### src/rtl/usbf_pkg.sv
package usbf_pkg;
  typedef enum logic [2:0] {
    ST_IDLE,
    ST_WSETUP,
    ST_WPULSE,
    ST_WHOLD,
    ST_RD,
    ST_BLANK
  } usbf_state_e;
endpackage

### src/rtl/usbf_sync.sv
module usbf_sync #(
  parameter int W = 2,
  parameter int STAGES = 2,
  parameter logic [W-1:0] RST_VAL = '1
) (
  input  logic         clk_i,
  input  logic         rst_ni,
  input  logic [W-1:0] d_i,
  output logic [W-1:0] q_o
);
  logic [W-1:0] stg_q [STAGES];

  for (genvar s = 0; s < STAGES; s++) begin : g_stage
    always_ff @(posedge clk_i or negedge rst_ni) begin
      if (!rst_ni) stg_q[s] <= RST_VAL;
      else if (s == 0) stg_q[s] <= d_i;
      else stg_q[s] <= stg_q[(s > 0) ? s - 1 : 0];
    end
  end

  assign q_o = stg_q[STAGES-1];
endmodule

### src/rtl/usbf_timer.sv
module usbf_timer #(
  parameter int W = 3
) (
  input  logic         clk_i,
  input  logic         rst_ni,
  input  logic         load_i,
  input  logic [W-1:0] val_i,
  output logic         done_o
);
  logic [W-1:0] cnt_q;

  always_ff @(posedge clk_i or negedge rst_ni) begin
    if (!rst_ni) cnt_q <= '0;
    else if (load_i) cnt_q <= val_i;
    else if (cnt_q != '0) cnt_q <= cnt_q - 1'b1;
  end

  assign done_o = (cnt_q == '0);
endmodule

### src/rtl/usbf_bus_gate.sv
module usbf_bus_gate #(
  parameter int DW = 8
) (
  input  logic          clk_i,
  input  logic          rst_ni,
  input  logic          sel_i,
  input  logic          rd_req_i,
  input  logic          wr_pulse_i,
  input  logic          drive_i,
  input  logic [DW-1:0] tx_byte_i,
  input  logic          ram_cs_ni,
  output logic          ram_cs_no,
  output logic          dev_rd_no,
  output logic          dev_wr_o,
  output logic [DW-1:0] dev_data_o,
  output logic          dev_data_oe_o
);
  // strobes only fire while the device is selected
  assign dev_rd_no     = ~(rd_req_i & sel_i);
  assign dev_wr_o      = wr_pulse_i & sel_i;
  assign dev_data_oe_o = drive_i & sel_i & ~rd_req_i;
  assign dev_data_o    = drive_i ? tx_byte_i : '0;
  assign ram_cs_no     = ram_cs_ni | sel_i;

  assert_rd_oe_excl_R6: assert property (@(posedge clk_i) disable iff (!rst_ni)
    !(!dev_rd_no && dev_data_oe_o));

  assert_ram_cs_gate_R7: assert property (@(posedge clk_i) disable iff (!rst_ni)
    (!dev_rd_no || dev_wr_o || dev_data_oe_o) |-> ram_cs_no);
endmodule

### src/rtl/usb_fifo_seq.sv
module usb_fifo_seq
  import usbf_pkg::*;
#(
  parameter int DW          = 8,
  parameter int SETUP_CYC   = 2,
  parameter int WR_CYC      = 2,
  parameter int RD_CYC      = 3,
  parameter int BLANK_CYC   = 3,
  parameter int SYNC_STAGES = 2
) (
  input  logic          clk_i,
  input  logic          rst_ni,
  input  logic [DW-1:0] tx_data_i,
  input  logic          tx_valid_i,
  output logic          tx_ready_o,
  output logic [DW-1:0] rx_data_o,
  output logic          rx_valid_o,
  input  logic          rx_ready_i,
  input  logic          ram_cs_ni,
  output logic          ram_cs_no,
  input  logic          dev_txe_ni,
  input  logic          dev_rxf_ni,
  output logic          dev_rd_no,
  output logic          dev_wr_o,
  input  logic [DW-1:0] dev_data_i,
  output logic [DW-1:0] dev_data_o,
  output logic          dev_data_oe_o
);
  localparam int M1   = (SETUP_CYC > WR_CYC) ? SETUP_CYC : WR_CYC;
  localparam int M2   = (RD_CYC > BLANK_CYC) ? RD_CYC : BLANK_CYC;
  localparam int MAXC = (M1 > M2) ? M1 : M2;
  localparam int CW   = $clog2(MAXC + 1);

  usbf_state_e state_q, state_d;
  logic txe_s, rxf_s;
  logic tmr_load, tmr_done;
  logic [CW-1:0] tmr_val;
  logic rd_go, tx_fire;
  logic [DW-1:0] tx_q, rx_q;
  logic rx_vld_q;

  usbf_sync #(.W(2), .STAGES(SYNC_STAGES), .RST_VAL(2'b11)) u_sync (
    .clk_i, .rst_ni,
    .d_i({dev_rxf_ni, dev_txe_ni}),
    .q_o({rxf_s, txe_s})
  );

  usbf_timer #(.W(CW)) u_tmr (
    .clk_i, .rst_ni,
    .load_i(tmr_load), .val_i(tmr_val), .done_o(tmr_done)
  );

  // read wins over transmit in the same idle cycle
  assign rd_go      = (state_q == ST_IDLE) && !rxf_s && rx_ready_i;
  assign tx_ready_o = (state_q == ST_IDLE) && !txe_s && !rd_go;
  assign tx_fire    = tx_valid_i && tx_ready_o;

  always_comb begin
    state_d  = state_q;
    tmr_load = 1'b0;
    tmr_val  = '0;
    unique case (state_q)
      ST_IDLE: begin
        if (rd_go) begin
          state_d = ST_RD; tmr_load = 1'b1; tmr_val = CW'(RD_CYC - 1);
        end else if (tx_fire) begin
          state_d = ST_WSETUP; tmr_load = 1'b1; tmr_val = CW'(SETUP_CYC - 1);
        end
      end
      ST_WSETUP: if (tmr_done) begin
        state_d = ST_WPULSE; tmr_load = 1'b1; tmr_val = CW'(WR_CYC - 1);
      end
      ST_WPULSE: if (tmr_done) state_d = ST_WHOLD;
      ST_WHOLD: begin
        state_d = ST_BLANK; tmr_load = 1'b1; tmr_val = CW'(BLANK_CYC - 1);
      end
      ST_RD: if (tmr_done) begin
        state_d = ST_BLANK; tmr_load = 1'b1; tmr_val = CW'(BLANK_CYC - 1);
      end
      ST_BLANK: if (tmr_done) state_d = ST_IDLE;
      default: state_d = ST_IDLE;
    endcase
  end

  always_ff @(posedge clk_i or negedge rst_ni) begin
    if (!rst_ni) begin
      state_q  <= ST_IDLE;
      tx_q     <= '0;
      rx_q     <= '0;
      rx_vld_q <= 1'b0;
    end else begin
      state_q  <= state_d;
      rx_vld_q <= (state_q == ST_RD) && tmr_done;
      if (tx_fire) tx_q <= tx_data_i;
      if ((state_q == ST_RD) && tmr_done) rx_q <= dev_data_i;
    end
  end

  assign rx_data_o  = rx_q;
  assign rx_valid_o = rx_vld_q;

  usbf_bus_gate #(.DW(DW)) u_gate (
    .clk_i, .rst_ni,
    .sel_i((state_q != ST_IDLE) && (state_q != ST_BLANK)),
    .rd_req_i(state_q == ST_RD),
    .wr_pulse_i(state_q == ST_WPULSE),
    .drive_i(state_q inside {ST_WSETUP, ST_WPULSE, ST_WHOLD}),
    .tx_byte_i(tx_q),
    .ram_cs_ni, .ram_cs_no,
    .dev_rd_no, .dev_wr_o, .dev_data_o, .dev_data_oe_o
  );

  assert_wr_setup_R2: assert property (@(posedge clk_i) disable iff (!rst_ni)
    $rose(dev_wr_o) |-> $past(dev_data_oe_o) && $stable(dev_data_o));

  assert_wr_fall_hold_R3: assert property (@(posedge clk_i) disable iff (!rst_ni)
    $fell(dev_wr_o) |-> dev_data_oe_o && $stable(dev_data_o));

  assert_rx_single_R5: assert property (@(posedge clk_i) disable iff (!rst_ni)
    rx_valid_o |=> !rx_valid_o);

  assert_rx_at_release_R5: assert property (@(posedge clk_i) disable iff (!rst_ni)
    rx_valid_o |-> $rose(dev_rd_no));

  assert_post_rd_quiet_R8: assert property (@(posedge clk_i) disable iff (!rst_ni)
    $rose(dev_rd_no) |=> dev_rd_no && !dev_data_oe_o && !dev_wr_o);

  assert_no_rd_wo_ready_R10: assert property (@(posedge clk_i) disable iff (!rst_ni)
    $fell(dev_rd_no) |-> $past(rx_ready_i));
endmodule

### config.mk
export PLATFORM = sky130hd
export DESIGN_NAME = usb_fifo_seq
export DESIGN_NICKNAME = d
export VERILOG_FILES = /design/src/rtl/usbf_pkg.sv /design/src/rtl/usbf_sync.sv /design/src/rtl/usbf_timer.sv /design/src/rtl/usbf_bus_gate.sv /design/src/rtl/usb_fifo_seq.sv
export SDC_FILE = /design/constraint.sdc
export NUM_CORES = 1
export LEC_CHECK = 0
export ABC_AREA = 0
export BUFFER_PORTS_ARGS = -buffer_cell sky130_fd_sc_hd__buf_4
export CAP_MARGIN = 20
export CORE_UTILIZATION = 47
export CTS_CLUSTER_SIZE = 10
export DETAILED_ROUTE_END_ITERATION = 10
export PLACE_DENSITY = 0.77
export SYNTH_ARGS = -nofsm -noshare
export SYNTH_HDL_FRONTEND = slang
export SYNTH_SLANG_ARGS = --single-unit
### constraint.sdc
create_clock -name clk_i -period 2.15 [get_ports clk_i]
set_input_delay 0 -clock clk_i [delete_from_list [all_inputs] [get_ports clk_i]]
set_output_delay 0 -clock clk_i [all_outputs]
set_load 0.01 [all_outputs]
# [After elaboration in Yosys (flattened, before gate mapping)]
# Cells that the tools add are included.
[totals] output_inout_bits=22 register_bits=26 in_bits=23
[classes] n_eq_ne=11 add_sub_neg=1 bitwise_logic=7 n_mux=19 reduce_logical=18
[op_table] op="two-way mux 3 bit" n=6
[op_table] op="one-hot mux 3 bit (6 select lines)" n=1
[op_table] op="two-way mux 2 bit" n=4
[op_table] op="two-way mux 8 bit" n=1
[op_table] op="!= test 2 bit, second input constant" n=4
[op_table] op="one-hot mux 2 bit (4 select lines)" n=1
[op_table] op="logical AND 1 bit" n=7
[op_table] op="== test 3 x 2 -> 1 bit, second input constant" n=2
[op_table] op="== test 3 bit, second input constant" n=2
[op_table] op="!= test 3 bit, second input constant" n=2
[op_table] op="nonzero test 3 bit" n=2
[op_table] op="two-way mux 1 bit" n=5
[op_table] op="AND reduction 5 bit" n=1
[op_table] op="bitwise AND 1 bit" n=4
[op_table] op="nonzero test 2 bit" n=2
[op_table] op="== test 3 x 1 -> 1 bit, second input constant" n=1
[op_table] op="zero test 1 bit" n=3
[op_table] op="zero test 3 bit" n=1
[op_table] op="one-hot mux 1 bit (3 select lines)" n=1
[op_table] op="zero test 2 bit" n=1
[op_table] op="NOT 1 bit" n=2
[op_table] op="OR reduction 2 bit" n=1
[op_table] op="subtractor 2 x 1 -> 2 bit, second input constant" n=1
[op_table] op="bitwise OR 1 bit" n=1

# [Logic depth before layout (Yosys ltp)]
# Gate-level depths: netlist of run 1.
[depth] word_depth=10 ltp_mapped=7 ltp_nobuf=5

# [Cells and area by module]
# Synthesis of run 1 repeated with hierarchy kept, for this count alone.
[unflattened] cells_unflattened=105 hier_area_um2=1275.0
[by_module_without_submodules] module="usb_fifo_seq" area_each_um2=955.9 cells_each=75 instances=1
[by_module_without_submodules] module="usbf_sync" area_each_um2=120.1 cells_each=6 instances=1
[by_module_without_submodules] module="usbf_timer" area_each_um2=113.9 cells_each=12 instances=1
[by_module_without_submodules] module="usbf_bus_gate" area_each_um2=85.1 cells_each=12 instances=1

# [Worst setup path before layout of run 1]
# Ideal clock, no wire load.
[synth_timing] path_type="register -> register" startpoint="register u_tmr.cnt_q[0]" endpoint="register u_tmr.cnt_q[1]" required_ns=2.030 setup_ns=0.120 t_arrival_ns=1.367 path_buffers=1 period_less_slack_ns=1.486 stages_incl_launch_ff=7 path_slack_ns=0.664 path_cell_list="dfrtp_1 > inv_1 > ha_1 > buf_2 > and3_4 > a311o_1 > a31o_1"
[synth_between] elab_chain_len=4
[synth_lines] element="start: declaration" line="usbf_timer.sv:10" rtl="logic [W-1:0] cnt_q;"
[synth_lines] element="start signal: assignment" line="usbf_timer.sv:14" rtl="else if (load_i) cnt_q <= val_i;"
[synth_lines] element="start signal: assignment" line="usbf_timer.sv:15" rtl="else if (cnt_q != '0) cnt_q <= cnt_q - 1'b1;"
[synth_lines] element="zero test 2 bit" line="usbf_timer.sv:18" rtl="assign done_o = (cnt_q == '0);"
[synth_lines] element="two-way mux 2 bit or two-way mux 1 bit (tied branches)" line="usb_fifo_seq.sv:77, usb_fifo_seq.sv:70"
[synth_lines] element="one-hot mux 2 bit (4 select lines) or one-hot mux 1 bit (3 select lines) (tied branches)" line="usb_fifo_seq.sv:62" rtl="unique case (state_q)"
[synth_lines] element="two-way mux 2 bit or nonzero test 2 bit (tied branches)"
# Parallel ways exist; a longest one is shown, timed or not. The select of a mux whose other input is x is not followed.
# A chain may end at the register's enable or synchronous reset.

# [Worst setup path after layout of run 1]
[layout_timing] startpoint="register state_q[0]" endpoint="output port dev_data_o[5]"
[layout_between] elab_chain_len=3
[layout_lines] element="start: declaration" line="usb_fifo_seq.sv:34" rtl="usbf_state_e state_q, state_d;"
[layout_lines] element="start signal: assignment" line="usb_fifo_seq.sv:92" rtl="state_q <= state_d;"
[layout_lines] element="== test 3 x 1 -> 1 bit or == test 3 x 2 -> 1 bit (tied branches)" line="usb_fifo_seq.sv:107" rtl=".drive_i(state_q inside {ST_WSETUP, ST_WPULSE, ST_WHOLD}),"
[layout_lines] element="nonzero test 3 bit (*)" line="usb_fifo_seq.sv:107"
[layout_lines] element="two-way mux 8 bit (*)" line="usbf_bus_gate.sv:22" rtl="assign dev_data_o = drive_i ? tx_byte_i : '0;"
[layout_lines] element="end: declaration" line="usb_fifo_seq.sv:26" rtl="output logic [DW-1:0] dev_data_o,"
# Every way passes the cells marked *; elsewhere a longest branch is shown, timed or not.

==> metrics.yaml, run 1 <==
synth:
  synth_compound_area_share_pct: 7.30
  yosysWarnings: 0
  ys_types: 31
  synthCells: 93
  syn-num-nets: 117
  synth_area_leader_cell: "dfrtp_1"
  synth_edf_count: 0
  synth_top_cell_area_share_pct: 47.2
  synthMuxAreaShare_pct: 16.4
  ys_seq_elements: 26
  syn_area_per_cell_um2: 12.5
  synthArstFlopShare_pct: 100
  yosys.area_share.simple_pct: 14.3
  netlist_area_mm2: 0.00117
  ys_top_cells_by_area: "dfrtp_1, mux2_2, dfstp_2"
  synth_flop_cell: "dfrtp_1"
  synth-xor-area-share_pct: 0.751
  yosysSeqAreaShare_pct: 56.2
  synth_top_family_by_area: "multiplexers"
  synthAdderAreaFrac_pct: 1.07
timing:
  tns_ns: 0
  rsz0062_at_grt: "false"
  fin_skew_ns: 0.00551
  finalSetupViolations: 0
  worst_pin_slew_ns: 0.458
  fmax_mhz: 560
  finalCritPeriodShare_pct: 83.1
  min_period_ns: 1.79
  drv_slew: 0
  slew_headroom_pct: 69.2
  hold_viol_final: 0
cells_and_area:
  areaGrowthSynthToFinish_pct: 47.7
  nNetsFinal: 179
  layout_common_cells: "buf_4, dfrtp_1, dlygate4sd3_1"
  layout-drive-gt1-share_pct: 47.4
  final_cell_count_no_fill: 182
  antenna_cells: 0
  final_common_cell: "buf_4"
cts:
  ctsResizeCount: 0
  root_buffer: "clkbuf_4"
  cts_tree: "built"
  cts_hold_buf: 19
  clk_pin_slew_worst_paths_ns: 0.14
  ctsHtreeMaxLevel: 1
  cts_sinks: 26
  cts_buffers: 3
  clk-insertion-delay-late_ns: 0.31
  cts_buffer_depth: 2
  cts_setup_buffers: 0
setup_path:
  critPathKind: "reg2out"
  reg2reg_depth: 4
  critPathMaxFanout: 14
  r2r_setup_slack_ns: 0.47
  start_kind: "flop"
  startpoint: "state_q[0]"
  endpoint_kind: "output port"
  required_ns: 2.15
  timing.rr.end: "tx_q[0]"
  r2r-start: "u_sync.q_o[1]"
  crit_end: "dev_data_o[5]"
  arrival_ns: 1.79
floorplanning:
  coreArea_mm2: 0.00228
  initial_utilization_pct: 51.2
  fp.dieH_um: 51.8
  rows: 17
  dieWidth_um: 51.8
  die-area_mm2: 0.00268
  ioPinCount: 45
pwr:
  switching_share_pct: 35.6
  power.internal_mw: 1.41
  p_comb_share_pct: 48.5
  switchingPower_mw: 0.780
  power.density_mw_per_mm2: 1270
  p_seq_share_pct: 40.3
  p_clk_share_pct: 11.1
  max-vdd-ir-drop_uv: 977
  cellLeakagePower_nw: 0.818
placement:
  place.gp.congestion: 0.803
  dp_hpwl_um: 1670
  dp_cells: 159
  io_buffers: 44
global_routing:
  grt_pass1_vias: 935
  grt_usage_pct: 22.2
  grt_max_degree: 27
  grt_first_pass_wirelength_um: 4320
  overflow: 0
  antenna_found_initial: 0
route:
  route.detailed.drc: 0
  vias: 919
  drt_wl_total_um: 2570
  ant_nets: 0
  drt_iter0_drc: 10
  firstDrtPassIters: 4
  via_per_inst: 5.05
  post_drt_wl_per_cell_um: 14.1
status:
  status: "completed"
hold_path:
  worst_hold_path_type: "in2async"
flow_run:
  maxCapViolCount: 0
cells in the mapped netlist (all sizes together), types with 2 or more instances:
cell    number
and2         9
buf          5
nor2         6
dfrtp       22
mux2        17
o21ai        4
nand3b       2
inv          3
dfstp        4
nand2        3
layer usage:
layer | track usage (%) | routed length (µm) | up-vias
met5 | 0 | 0 | -
met4 | 6.76 | 36 | 0
met3 | 4.68 | 150 | 4
met2 | 37.4 | 1330 | 34
met1 | 28.5 | 1050 | 436
li1 | - | - | 445
cells by family after synthesis:
family          after synthesis
compound gates               12
xor+xnor                      1
fa+ha+maj                     1
buf+inv                       9
flops                        26
mux                          17
simple gates                 27
worst max-delay path, cell delays in order (launching register included):
cell     delay [ns]
dfrtp_1        0.61
nor2_2         0.11
nor2_1         0.39
and2_1         0.23
buf_4          0.13
cell type report:
type / count / area [µm²]
clock buffers: 4 / 36.3
multi-input cells: 58 / 464
repair buffers: 63 / 520
fillers: 146 / 553
well taps: 28 / 35.0
flip-flops and latches: 26 / 656
inverters: 3 / 11.3
worst min path at each step:
| stage | start | slack, ns | cells after the start | endpoint |
|---|---|---|---|---|
| final | rst_ni | 0.12 | 2 | state_q[0] |
| after CTS | tx_valid_i | 0.11 | 4 | state_q[0] |
| after global routing | rst_ni | 0.13 | 2 | state_q[2] |
| after detailed placement | rst_ni | -0.08 | 1 | state_q[2] |
| after global placement | rst_ni | -0.08 | 1 | state_q[0] |
| after floorplan | rst_ni | -0.30 | 0 | rx_data_o[0] |
registers in the layout (all words and copies together), names as in the netlist:
register      count
u_sync.q_o        2
u_sync.stg_q      2
rx_valid_o        1
state_q           3
tx_q              8
u_tmr.cnt_q       2
rx_data_o         8
power by group through the flow:
stage,sequential [mW],clock [mW],combinational [mW]
3_3_place_gp,0.868,0,1.00
6_report,0.882,0.244,1.06
4_1_cts,0.878,0.247,1.06
5_1_grt,0.920,0.269,1.15
3_5_place_dp,0.888,0,1.03
2_1_floorplan,0.839,0,0.660
per-stage QoR:
step / total power, mW / instance area [µm²] / hold WS, ns / setup WS, ns / utilization [%]
5_1_grt: 2.34 / 1720 / 0.125 / 0.160 / 75.7
6_report: 2.19 / 1720 / 0.115 / 0.364 / 75.7
4_1_cts: 2.19 / 1720 / 0.114 / 0.398 / 75.7
3_5_place_dp: 1.92 / 1500 / -0.0757 / 0.476 / 65.8
2_1_floorplan: 1.50 / 1170 / -0.296 / 0.664 / -
3_3_place_gp: 1.87 / 1500 / -0.0809 / 0.535 / 65.8
No activity file was read; power rests on OpenSTA's default activity.
==> run 2: changes to the inputs <==
--- a/config.mk
+++ b/config.mk
@@ -5,13 +5,13 @@
 export SDC_FILE = /design/constraint.sdc
 export NUM_CORES = 1
 export LEC_CHECK = 0
-export ABC_AREA = 0
+export ABC_AREA = 1
 export BUFFER_PORTS_ARGS = -buffer_cell sky130_fd_sc_hd__buf_4
 export CAP_MARGIN = 20
-export CORE_UTILIZATION = 47
+export CORE_UTILIZATION = 43
 export CTS_CLUSTER_SIZE = 10
 export DETAILED_ROUTE_END_ITERATION = 10
-export PLACE_DENSITY = 0.77
+export PLACE_DENSITY = 0.74
 export SYNTH_ARGS = -nofsm -noshare
 export SYNTH_HDL_FRONTEND = slang
 export SYNTH_SLANG_ARGS = --single-unit
==> constraint.sdc (replaced) <==
create_clock -name clk_i -period 1.5 [get_ports clk_i]
set_input_delay 0 -clock clk_i [delete_from_list [all_inputs] [get_ports clk_i]]
set_output_delay 0 -clock clk_i [all_outputs]
set_load 0.01 [all_outputs]
==> run 2 against run 1 <==
Effect of this change:
- first-iteration DRC count grew to 3.3 times the previous value
- register-to-register slack got worse by 0.35 ns
- clock skew rose by 0.0018 ns
- sequential cell count is the same
- sequential share of layout area decreased by 3.1 points
- combinational power rose by 71%
- critical endpoint is now tx_ready_o
- cell area is 9.4% higher
- global-route usage fell by 3.1 points
==> metrics.yaml, run 2 <==
placement:
  dp_hpwl_um: 1960  # +17%
  place.gp.congestion: 0.816  # +1.7%
  io_buffers: 44  # unchanged
setup_path:
  arrival_ns: 1.43  # -0.36 ns
  start_kind: "flop"
  critPathMaxFanout: 5  # -9
  r2r_setup_slack_ns: 0.12  # -0.35 ns
  r2r-start: "state_q[1]"
  crit_chain: "nor2_4 > nand2_4 > nor3_4 > buf_6 > buf_4"
  reg2reg_depth: 7  # +3
  startpoint: "state_q[1]"
  required_ns: 1.50  # -0.65 ns
  crit_slowest_cell: "dfrtp_2"
  max_stage_delay_ns: 0.47  # -0.14 ns
  timing.rr.end: "u_tmr.cnt_q[0]"
  critPathKind: "reg2out"
  endpoint_kind: "output port"
timing:
  whs_ns: 0.0973  # -0.0178 ns
  finalCritPeriodShare_pct: 95.1
  slew_headroom_pct: 77.4  # +8.2 points
  fin_skew_ns: 0.00729  # +0.00178 ns
  drv_slew: 0  # unchanged
  min_period_ns: 1.43
  fmax_mhz: 701
  worst_pin_slew_ns: 0.338  # -0.120 ns
  tns_ns: 0  # unchanged
  finalSetupViolations: 0  # unchanged
  hold_viol_final: 0  # unchanged
pwr:
  finalPower_mw: 3.39  # +55%
  power.density_mw_per_mm2: 1800  # +42%
  cellLeakagePower_nw: 1.04  # +27%
  max-vdd-ir-drop_uv: 1300  # +33%
route:
  met1_length_um: 1320  # +26%
  met2_length_um: 1520  # +14%
  drt_wl_total_um: 2980  # +16%
  firstDrtPassIters: 4  # unchanged
  top_layer: "met4"
  post_drt_wl_per_cell_um: 11.6  # -18%
  drt_iter0_drc: 33  # +23
  via_per_inst: 4.73  # -6.4%
  dr_wl_met3_um: 109  # -27%
  vias: 1210  # +32%
  route.detailed.drc: 0  # unchanged
  ant_nets: 0  # unchanged
cells_and_area:
  fill_cells: 217  # +49%
  antenna_cells: 0  # unchanged
  nNetsFinal: 250  # +40%
  layout_common_cells: "nand2_1, buf_4, inv_1, dlygate4sd3_1, dfrtp_1"
  areaGrowthSynthToFinish_pct: 51.8
  layout-drive-gt1-share_pct: 32.0  # -15 points
  post-route-util_pct: 68.4  # -7.3 points
  final_common_cell: "nand2_1"
floorplanning:
  initial_utilization_pct: 45.1  # -6.2 points
  dieWidth_um: 55.8  # +7.6%
  coreArea_mm2: 0.00276  # +21%
  ioPinCount: 45  # unchanged
  fp.dieH_um: 55.8  # +7.6%
  die-area_mm2: 0.00311  # +16%
  rows: 19  # +2
synth:
  synthArstFlopShare_pct: 100  # unchanged
  ys_top_cells_by_area: "dfrtp_1, nand2_1, dfstp_2"
  syn_area_per_cell_um2: 8.12  # -35%
  netlist_area_mm2: 0.00124  # +6.5%
  yosysWarnings: 0  # unchanged
  synth_edf_count: 0  # unchanged
  synthCells: 153  # +65%
  synth_area_leader_cell: "dfrtp_1"
  ys_seq_elements: 26  # unchanged
  ys_types: 21  # -32%
  syn-num-nets: 177  # +51%
  synth_flop_cell: "dfrtp_1"
  yosys-top-cells-count: "nand2_1, dfrtp_1, inv_1"
  yosysSeqAreaShare_pct: 52.8  # -3.5 points
  synth_top_cell_area_share_pct: 44.3  # -2.9 points
  post-synth-top-count-cell: "nand2_1"
global_routing:
  grt_pass1_vias: 1084  # +16%
  antenna_found_initial: 0  # unchanged
  grt_first_pass_wirelength_um: 4710  # +9.1%
  overflow: 0  # unchanged
  grt_usage_pct: 19.1  # -3.1 points
  grt_max_degree: 27  # unchanged
cts:
  ctsHtreeMaxLevel: 1  # unchanged
  clk-insertion-delay-late_ns: 0.32  # about the same
  cts_sinks: 26  # unchanged
  cts_buffers: 3  # unchanged
  cts_tree: "built"
  root_buffer: "clkbuf_4"
  cts_buffer_depth: 2  # unchanged
  clk_pin_slew_worst_paths_ns: 0.14  # about the same
flow_run:
  maxCapViolCount: 0  # unchanged
hold_path:
  worst_hold_path_type: "in2async"
status:
  status: "completed"
[run 2: cell types whose count changed after synthesis, sizes merged, moves of 2 or more]
cell	before	now
nand2	3	58
inv	3	23
nand3	1	19
nor2	6	13
and2	9	0
nand3b	2	0
buf	5	3
mux2	17	0
[run 2: cells by family after synthesis]
family | Yosys count | share of synthesized area [%]
AND/OR/NAND/NOR | 91 | 32.4
adder cells (fa/ha/maj) | 1 | 1.01
XOR/XNOR | 1 | 0.705
AO/OA/AOI/OAI | 8 | 3.93
flip-flops | 26 | 52.8
buffers and inverters | 26 | 9.16
[run 2: how the worst max path moves through the flow]
stage                                 to  cells past startpoint
after global placement    u_tmr.cnt_q[1]                      6
after detailed placement  u_tmr.cnt_q[0]                      7
after global routing          tx_ready_o                      4
after floorplan           u_tmr.cnt_q[1]                      7
after CTS                     tx_ready_o                      4
final                         tx_ready_o                      5
[run 2: through the flow]
step | setup slack [ns] | area [µm²] | instances
detailed placement | 0.180 | 1590 | 226
finish | 0.0729 | 1890 | 256
global route | -0.0106 | 1890 | 256
global placement | 0.230 | 1590 | 226
CTS | 0.0134 | 1850 | 253
floorplan | 0.322 | 1240 | 153
[run 2: routing by layer]
layer / GRT usage (%) / vias up
li1: - / 609
met2: 31.8 / 34
met1: 25.8 / 563
met4: 5.36 / 0
met3: 3.26 / 4
met5: 0 / -
[run 2: critical path, delay by kind of cell, from the launching register on]
kind | cells | cell delay, ns
DFF | 1 | 0.47
buffers and inverters | 2 | 0.25
and+or+nand+nor | 3 | 0.38
[run 2: final cells by class]
cell class	instances	area, µm²	share of cell area, %
well taps	31	38.8	2.06
inverters	23	88.8	4.71
repair buffers	71	587	31.1
flip-flops and latches	26	659	35.0
multi-input cells	101	475	25.2
clock buffers	4	36.3	1.92
[run 2: power breakdown]
group          switching [mW]  internal (mW)
logic                   0.962          0.852
clock network           0.211          0.148
registers               0.209           1.01
[run 2: repair_timing]
| item | in CTS | in global routing |
|---|---|---|
| gates resized for setup | 3 | 4 |
| buffers inserted | 3 | 3 |
| pin swaps | 1 | 0 |
| setup endpoints to repair | 9 | 9 |
| hold buffers | 20 | 0 |
| hold endpoints to repair | 44 | 0 |
